==> src/rtl/tct_pkg.sv <==
package tct_pkg;
  typedef enum logic {
    ACC_LO   = 1'b0,
    ACC_LOHI = 1'b1
  } acc_e;
endpackage

==> src/rtl/tct_sync_edge.sv <==
module tct_sync_edge #(
  parameter int STAGES = 2
) (
  input  logic clk,
  input  logic rst,
  input  logic cnt_clk,
  input  logic gate,
  output logic tick,
  output logic gate_s
);
  localparam int MSB = STAGES - 1;

  logic [MSB:0] c_sh, g_sh;
  logic c_prev, rise_seen;
  logic rise_c, fall_c;

  assign rise_c = c_sh[MSB] & ~c_prev;
  assign fall_c = ~c_sh[MSB] & c_prev;

  always_ff @(posedge clk) begin
    if (rst) begin
      c_sh      <= '0;
      g_sh      <= '0;
      c_prev    <= 1'b0;
      rise_seen <= 1'b0;
      tick      <= 1'b0;
      gate_s    <= 1'b0;
    end else begin
      c_sh   <= {c_sh[MSB-1:0], cnt_clk};
      g_sh   <= {g_sh[MSB-1:0], gate};
      c_prev <= c_sh[MSB];
      if (rise_c)      rise_seen <= 1'b1;
      else if (fall_c) rise_seen <= 1'b0;
      tick   <= fall_c & rise_seen;
      gate_s <= g_sh[MSB];
    end
  end

  AST_TICK_AFTER_FALL: assert property (@(posedge clk) disable iff (rst)
    tick |-> !c_prev);
endmodule

==> src/rtl/tct_host_if.sv <==
module tct_host_if
  import tct_pkg::*;
#(
  parameter int DW = 8
) (
  input  logic            clk,
  input  logic            rst,
  input  logic            wr_en,
  input  logic            wr_ctrl,
  input  logic [DW-1:0]   wr_data,
  output logic [2*DW-1:0] cr_q,
  output logic            ev_ctrl,
  output logic            ev_drop,
  output logic            ev_stop,
  output logic            ev_arm
);
  localparam int CW = 2 * DW;

  acc_e acc_q;
  logic hi_next_q;

  always_ff @(posedge clk) begin
    if (rst) begin
      cr_q      <= '0;
      acc_q     <= ACC_LO;
      hi_next_q <= 1'b0;
      ev_ctrl   <= 1'b0;
      ev_drop   <= 1'b0;
      ev_stop   <= 1'b0;
      ev_arm    <= 1'b0;
    end else begin
      ev_ctrl <= 1'b0;
      ev_drop <= 1'b0;
      ev_stop <= 1'b0;
      ev_arm  <= 1'b0;
      if (wr_en) begin
        if (wr_ctrl) begin
          acc_q     <= acc_e'(wr_data[0]);
          hi_next_q <= 1'b0;
          ev_ctrl   <= 1'b1;
        end else if (acc_q == ACC_LO) begin
          cr_q    <= {{DW{1'b0}}, wr_data};
          ev_drop <= 1'b1;
          ev_arm  <= 1'b1;
        end else if (!hi_next_q) begin
          cr_q[DW-1:0] <= wr_data;
          ev_drop      <= 1'b1;
          ev_stop      <= 1'b1;
          hi_next_q    <= 1'b1;
        end else begin
          cr_q[CW-1:DW] <= wr_data;
          ev_arm        <= 1'b1;
          hi_next_q     <= 1'b0;
        end
      end
    end
  end

  AST_CTRL_PTR_CLEAR: assert property (@(posedge clk) disable iff (rst)
    ev_ctrl |-> !hi_next_q);
  AST_ARM_NOT_STOP: assert property (@(posedge clk) disable iff (rst)
    !(ev_arm && ev_stop));
endmodule

==> src/rtl/tct_counter.sv <==
module tct_counter #(
  parameter int CW = 16
) (
  input  logic          clk,
  input  logic          rst,
  input  logic          tick,
  input  logic          gate_s,
  input  logic [CW-1:0] cr,
  input  logic          ev_ctrl,
  input  logic          ev_drop,
  input  logic          ev_stop,
  input  logic          ev_arm,
  output logic          out
);
  logic [CW-1:0] ce_q;
  logic armed_q, run_q, out_q;

  always_ff @(posedge clk) begin
    if (rst) begin
      ce_q    <= '0;
      armed_q <= 1'b0;
      run_q   <= 1'b0;
      out_q   <= 1'b0;
    end else begin
      if (tick) begin
        if (armed_q) begin
          ce_q    <= cr;
          run_q   <= 1'b1;
          armed_q <= 1'b0;
        end else if (run_q && gate_s) begin
          ce_q <= ce_q - CW'(1);
          if (ce_q == CW'(1)) out_q <= 1'b1;
        end
      end
      if (ev_ctrl || ev_stop) begin
        run_q   <= 1'b0;
        armed_q <= 1'b0;
        out_q   <= 1'b0;
      end
      if (ev_drop) out_q   <= 1'b0;
      if (ev_arm)  armed_q <= 1'b1;
    end
  end

  assign out = out_q;

  AST_RISE_ON_TICK: assert property (@(posedge clk) disable iff (rst)
    $rose(out_q) |-> $past(tick));
  AST_CTRL_LOW: assert property (@(posedge clk) disable iff (rst)
    ev_ctrl |=> !out_q);
  AST_STOP_LOW: assert property (@(posedge clk) disable iff (rst)
    ev_stop |=> !out_q);
  AST_GATE_HOLD: assert property (@(posedge clk) disable iff (rst)
    (tick && !armed_q && !gate_s) |=> $stable(ce_q));
  AST_LOAD_VALUE: assert property (@(posedge clk) disable iff (rst)
    (tick && armed_q) |=> (ce_q == $past(cr)));
  AST_OUT_STAYS: assert property (@(posedge clk) disable iff (rst)
    (out_q && !ev_ctrl && !ev_drop && !ev_stop) |=> out_q);
endmodule

==> src/rtl/tct_timer_chan.sv <==
module tct_timer_chan #(
  parameter int DW          = 8,
  parameter int SYNC_STAGES = 2
) (
  input  logic          clk,
  input  logic          rst,
  input  logic          wr_en,
  input  logic          wr_ctrl,
  input  logic [DW-1:0] wr_data,
  input  logic          cnt_clk,
  input  logic          gate,
  output logic          out
);
  localparam int CW = 2 * DW;

  logic          tick, gate_s;
  logic [CW-1:0] cr;
  logic          ev_ctrl, ev_drop, ev_stop, ev_arm;

  tct_sync_edge #(.STAGES(SYNC_STAGES)) u_sync (
    .clk(clk), .rst(rst), .cnt_clk(cnt_clk), .gate(gate),
    .tick(tick), .gate_s(gate_s)
  );

  tct_host_if #(.DW(DW)) u_host (
    .clk(clk), .rst(rst), .wr_en(wr_en), .wr_ctrl(wr_ctrl), .wr_data(wr_data),
    .cr_q(cr), .ev_ctrl(ev_ctrl), .ev_drop(ev_drop), .ev_stop(ev_stop),
    .ev_arm(ev_arm)
  );

  tct_counter #(.CW(CW)) u_cnt (
    .clk(clk), .rst(rst), .tick(tick), .gate_s(gate_s), .cr(cr),
    .ev_ctrl(ev_ctrl), .ev_drop(ev_drop), .ev_stop(ev_stop), .ev_arm(ev_arm),
    .out(out)
  );
endmodule

==> config.mk <==
export PLATFORM = sky130hd
export DESIGN_NAME = tct_timer_chan
export DESIGN_NICKNAME = d
export VERILOG_FILES = /design/src/rtl/tct_pkg.sv /design/src/rtl/tct_sync_edge.sv /design/src/rtl/tct_host_if.sv /design/src/rtl/tct_counter.sv /design/src/rtl/tct_timer_chan.sv
export SDC_FILE = /design/constraint.sdc
export NUM_CORES = 1
export LEC_CHECK = 0
export BUFFER_PORTS_ARGS = -buffer_cell sky130_fd_sc_hd__buf_2
export CORE_MARGIN = 2
export CORE_UTILIZATION = 59
export CTS_CLUSTER_DIAMETER = 200
export DETAILED_ROUTE_END_ITERATION = 6
export PLACE_DENSITY = 0.89
export SLEW_MARGIN = 5
export SYNTH_ARGS = -nofsm -noshare
export SYNTH_HDL_FRONTEND = slang
export SYNTH_SLANG_ARGS = --single-unit
==> constraint.sdc <==
create_clock -name clk -period 2.8 [get_ports clk]
set_clock_uncertainty 0.2 [all_clocks]
set_input_delay 0.42 -clock clk [delete_from_list [all_inputs] [get_ports clk]]
set_output_delay 0.42 -clock clk [all_outputs]
set_load 0.03 [all_outputs]
## After elaboration in Yosys (flattened, before gate mapping)

Cells that the tools add are included.

- Register bits: 49
- Input port bits: 14
- Output and inout bits: 1
- Word-level logic and storage cells: 66

- Add/sub/neg operators: 1
- Equal/unequal tests: 3
- Multiplexer cells: 17
- Bitwise gates (word level): 9
- Reductions and logical operators: 18

Operators with widths:

| kind | number |
|---|---|
| 16-bit two-way mux | 3 |
| 16-bit by 1-bit == test with 1-bit output, second input constant | 1 |
| 8-bit two-way mux | 2 |
| 16-bit by 1-bit subtractor with 16-bit output, second input constant | 1 |
| 1-bit two-way mux | 12 |
| 2-bit AND reduction | 4 |
| 1-bit inverter | 6 |
| 3-bit AND reduction | 2 |
| 2-bit nonzero test | 3 |
| 3-bit OR reduction | 2 |
| 2-bit inequality test, second input constant | 2 |
| 4-bit AND reduction | 1 |
| 2-bit OR reduction | 2 |
| 4-bit OR reduction | 1 |
| 1-bit AND | 3 |
| 3-bit nonzero test | 1 |
| 1-bit logical AND | 1 |
| 1-bit logical OR | 1 |

## Longest topological paths before layout

- Depth after elaboration: 4
- Depth in mapped cells: 6
- Depth with buffers taken out: 6

## Cells and area by module

Synthesis repeated with hierarchy kept, for this count alone.

- Cells, all modules: 256
- Area total of the unflattened synthesis: 2,264.7 um^2

By module, submodules not included:

| module | instances | cells an instance | area an instance (um^2) | sequential area each (um^2) |
|---|---|---|---|---|
| tct_counter | 1 | 157 | 1,199.9 | 380.4 |
| tct_host_if | 1 | 77 | 815.8 | 440.4 |
| tct_sync_edge | 1 | 22 | 249.0 | 160.2 |

## Least setup slack after synthesis

Ideal clock, no wire load.

- Kind: register to register
- Start point: register u_cnt.ce_q[0]
- End point: register u_cnt.ce_q[14]
- Setup time: 0.103 ns
- Arrival: 1.758 ns
- Data required time: 2.497 ns
- Slack: 0.738 ns
- Cell stages (with the launch flop): 7
- Path buffers: 0
- Period minus slack after synthesis: 2.062 ns
- Path through: dfxtp_1 inv_1 ha_1 or3b_2 nor4_4 mux2i_1 a2111oi_2

- Word-level cells in the longest chain between the ends: 3

Ends and longest elaborated chain:

| item | line | text |
|---|---|---|
| start, declared | tct_counter.sv:15 | `logic [CW-1:0] ce_q;` |
| start signal, assigned | tct_counter.sv:27 | `ce_q <= cr;` |
| start signal, assigned | tct_counter.sv:31 | `ce_q <= ce_q - CW'(1);` |
| 16-bit by 1-bit subtractor with 16-bit output | tct_counter.sv:31 |  |
| 16-bit two-way mux | tct_counter.sv:30 | `end else if (run_q && gate_s) begin` |
| 16-bit two-way mux | tct_counter.sv:26 | `if (armed_q) begin` |

Every way passes these cells. The select of a mux whose other input is x is not followed.
A chain may end at the register's enable or synchronous reset.

## Final worst setup path

- Start point: register u_cnt.ce_q[4]
- End point: register u_cnt.ce_q[14]

Same word-level chain as after synthesis.

==> run metrics <==
RSZ-0062 raised after global routing false; mean cell area of the mapped netlist 8.68 um^2; hold slack 0.123 ns; cell at the root of the clock tree sky130_fd_sc_hd__clkbuf_8; count of endpoints failing setup in the final report 0; Crit Path Category reg -> reg; number of endpoints with negative hold slack in the final report 0; count of input and output buffers 14; YS warnings 0; number of design rule violations left after detail routing 0; routed wire length 5000 um; Min-Delay Path Class in -> reg; post-synthesis instance area 0.00222 mm^2; Syn Nets 274; number of inserted filler cells in the final layout 281; share of post-route cells with drive strength above 1 0.142; type of destination of the critical path flop; Power per Cell Area 539 mW/mm^2; Total Negative Setup Slacks 0 ns; Core Util, Final 0.665; area added between synthesis and finish 8.73%; Setup Fix Bufs, Post-CTS 0; final worst path period need 2.25 ns; number of primary I/O pins 15; count of hold buffers inserted by post-cts repair 0; critical path fanouts, max 8; data arrival time at the worst-slack endpoint 2.25 ns; number of enable-type register cells in the synthesized netlist 0; count of unique library cells instantiated by Yosys 40; share of synthesized flip-flops with an asynchronous set or reset 0; Max VDD drop 0.000464 V; top layer used by detailed routing met4; clock sink count 49; buffers and inverters on the worst path 0; met1 WL 2100 um; crit path launch type flop; leading register cell type out of synthesis sky130_fd_sc_hd__dfxtp_1; vias in the first global route 1809; biggest cell delay along the critical path 0.75 ns; Top delay family on crit path simple AND/OR/NAND/NOR gates; list of cells traversed by the critical path or4_1, nor4_4, mux2i_1, a2111oi_2; post-route design area 0.00242 mm^2; met3 wirelength from detailed routing 429 um; TritonRoute pass-1 iters 5; Max H-tree Level 2; post-route fraction of the period consumed by the critical path 0.803; ANT nets after route 0; DR WL met2 2350 um; routed len/inst 15.8 um; global router's overall resource usage 0.254; Gates resized, CTS repair 0; Worst Max-Slew Pin Slew 0.690 ns; die width 65.4 um; portion of the post-synthesis area used by sequential elements 0.441; Worst-Skew Late Latency 0.30 ns; outcome finished, final reports clean; fraction of synthesized cell area taken by the top area cell type 0.441; via/cell ratio 6.25; Clock Tree Buf Depth 2; leading post-synthesis cells by cell area sky130_fd_sc_hd__dfxtp_1 44%, sky130_fd_sc_hd__nor2_1 5.7%, sky130_fd_sc_hd__a22oi_1 5.1%, sky130_fd_sc_hd__a21oi_1 4.5%, sky130_fd_sc_hd__nand2_1 4.1%; cell type of the slowest stage on the worst timing path sky130_fd_sc_hd__or4_1; leakage dissipation 0.933 nW; placeable core area 0.00363 mm^2; number of inserted diodes 0; Area after DPL 0.00230 mm^2; initial antenna violation count 0; global-route wire length before repair 8400 um; largest net degree at the start of global routing 30; post-synth top area cell sky130_fd_sc_hd__dfxtp_1; required time reported for the critical path endpoint 2.80 ns; Starting Density 0.612; CTS Buf Count 5; maximum achievable frequency 445 MHz; Placer Congestion 0.896; Vert. Die Dim 65.4 um; Rows 22; Yosys reg bits 49; Final Net Count 285; First DRT Iteration DRCs 208; relative max-transition margin 0.539; register clock-pin slew on the reported worst setup and hold paths 0.08 ns; Detail Placement HPWL 3440 um; clock tree from TritonCTS done; die area 0.00427 mm^2; DR vias 1975; top post-synthesis cells by count 49 x sky130_fd_sc_hd__dfxtp_1, 34 x sky130_fd_sc_hd__nor2_1, 24 x sky130_fd_sc_hd__nand2_1; GRT overflow 0; most repeated cell in the gate-level netlist after synthesis sky130_fd_sc_hd__dfxtp_1; final count of pins violating max slew 0; Cells after Synth 256; Max Cap Violations 0; setup slack of the worst register-to-register path 0.55 ns
-- worst register-to-register path: cells and delay by family (launching register included) --
kind	cells	cell delay, ns
and+or+nand+nor	2	1.10
muxes	1	0.12
DFF	1	0.38
AOI/OAI and AO/OA	1	0.35
-- area by class of cell --
cell class                      instances  area (um^2)  share of cell area
Timing Repair Buffer                   17         92.6              0.0383
Multi-Input combinational cell        187         1140               0.472
Tap cell                               48         60.1              0.0249
Inverter                                7         26.3              0.0109
Clock inverter                          1         30.0              0.0124
Clock buffer                            7         86.3              0.0357
Sequential cell                        49          981               0.406
-- through the flow --
stage	total power [mW]	std cells	setup WS [ns]
final	1.30	316	0.551
after global routing	1.34	316	0.408
after CTS	1.30	316	0.577
after detailed placement	0.800	308	0.597
after global placement	0.798	308	0.653
after floorplan	0.774	256	0.738
-- placed cells by master (no fill, tap or decap), types with 2 or more instances in the layout --
cell type and n:
sky130_fd_sc_hd__a2111oi_2 2, sky130_fd_sc_hd__a22oi_1 15, sky130_fd_sc_hd__ha_1 4, sky130_fd_sc_hd__nand2_1 24
sky130_fd_sc_hd__a21o_1 2, sky130_fd_sc_hd__or4_1 2, sky130_fd_sc_hd__o21ai_0 4, sky130_fd_sc_hd__a21oi_1 20
sky130_fd_sc_hd__buf_2 14, sky130_fd_sc_hd__clkbuf_8 6, sky130_fd_sc_hd__o22ai_1 6, sky130_fd_sc_hd__nor3b_1 2
sky130_fd_sc_hd__o211ai_1 2, sky130_fd_sc_hd__o221a_2 2, sky130_fd_sc_hd__nor2_1 34, sky130_fd_sc_hd__nand3_1 14
sky130_fd_sc_hd__dfxtp_1 49, sky130_fd_sc_hd__inv_1 7, sky130_fd_sc_hd__nor4_4 2, sky130_fd_sc_hd__a31oi_1 4
sky130_fd_sc_hd__or2_2 2, sky130_fd_sc_hd__buf_4 3, sky130_fd_sc_hd__or3b_2 2, sky130_fd_sc_hd__nor4_1 7
sky130_fd_sc_hd__mux2i_1 8, sky130_fd_sc_hd__nor2b_1 9, sky130_fd_sc_hd__nor3_1 8
-- power by group --
part / internal (mW) / switching, mW / total [mW]
Combinational: 0.0250 / 0.0441 / 0.0691
Sequential: 0.709 / 0.00816 / 0.717
Clock: 0.291 / 0.226 / 0.517
Total: 1.02 / 0.278 / 1.30
-- layer usage --
layer  vias to the layer above  GRT usage
met5                         -          0
met3                        13     0.0582
li1                        949          -
met4                         0      0.112
met2                        98      0.402
met1                       915      0.331
-- state kept, by name, indices dropped and copies added (netlist names), 2 cells and up --
register,cells
u_sync.c_sh,2
u_cnt.ce_q,16
u_host.cr_q,16
u_sync.g_sh,2
-- final timing paths --
| kind | startpoint | end | depth (start not counted) |
|---|---|---|---|
| max | u_cnt.ce_q[4] | u_cnt.ce_q[14] | 4 |
| min reg2reg | u_host.ev_drop | u_cnt.out | 1 |
| max reg2reg | u_cnt.ce_q[4] | u_cnt.ce_q[14] | 4 |
| min | cnt_clk | u_sync.c_sh[0] | 2 |
-- cell families after synthesis --
group                    Yosys count  synth area share
AND/OR/NAND/NOR                  113             0.265
adder cells (fa/ha/maj)            4            0.0225
flip-flops                        49             0.441
buffers and inverters             20            0.0456
AO/OA/AOI/OAI                     62             0.190
multiplexers                       8            0.0360
Power figures use the tool's default switching activity.
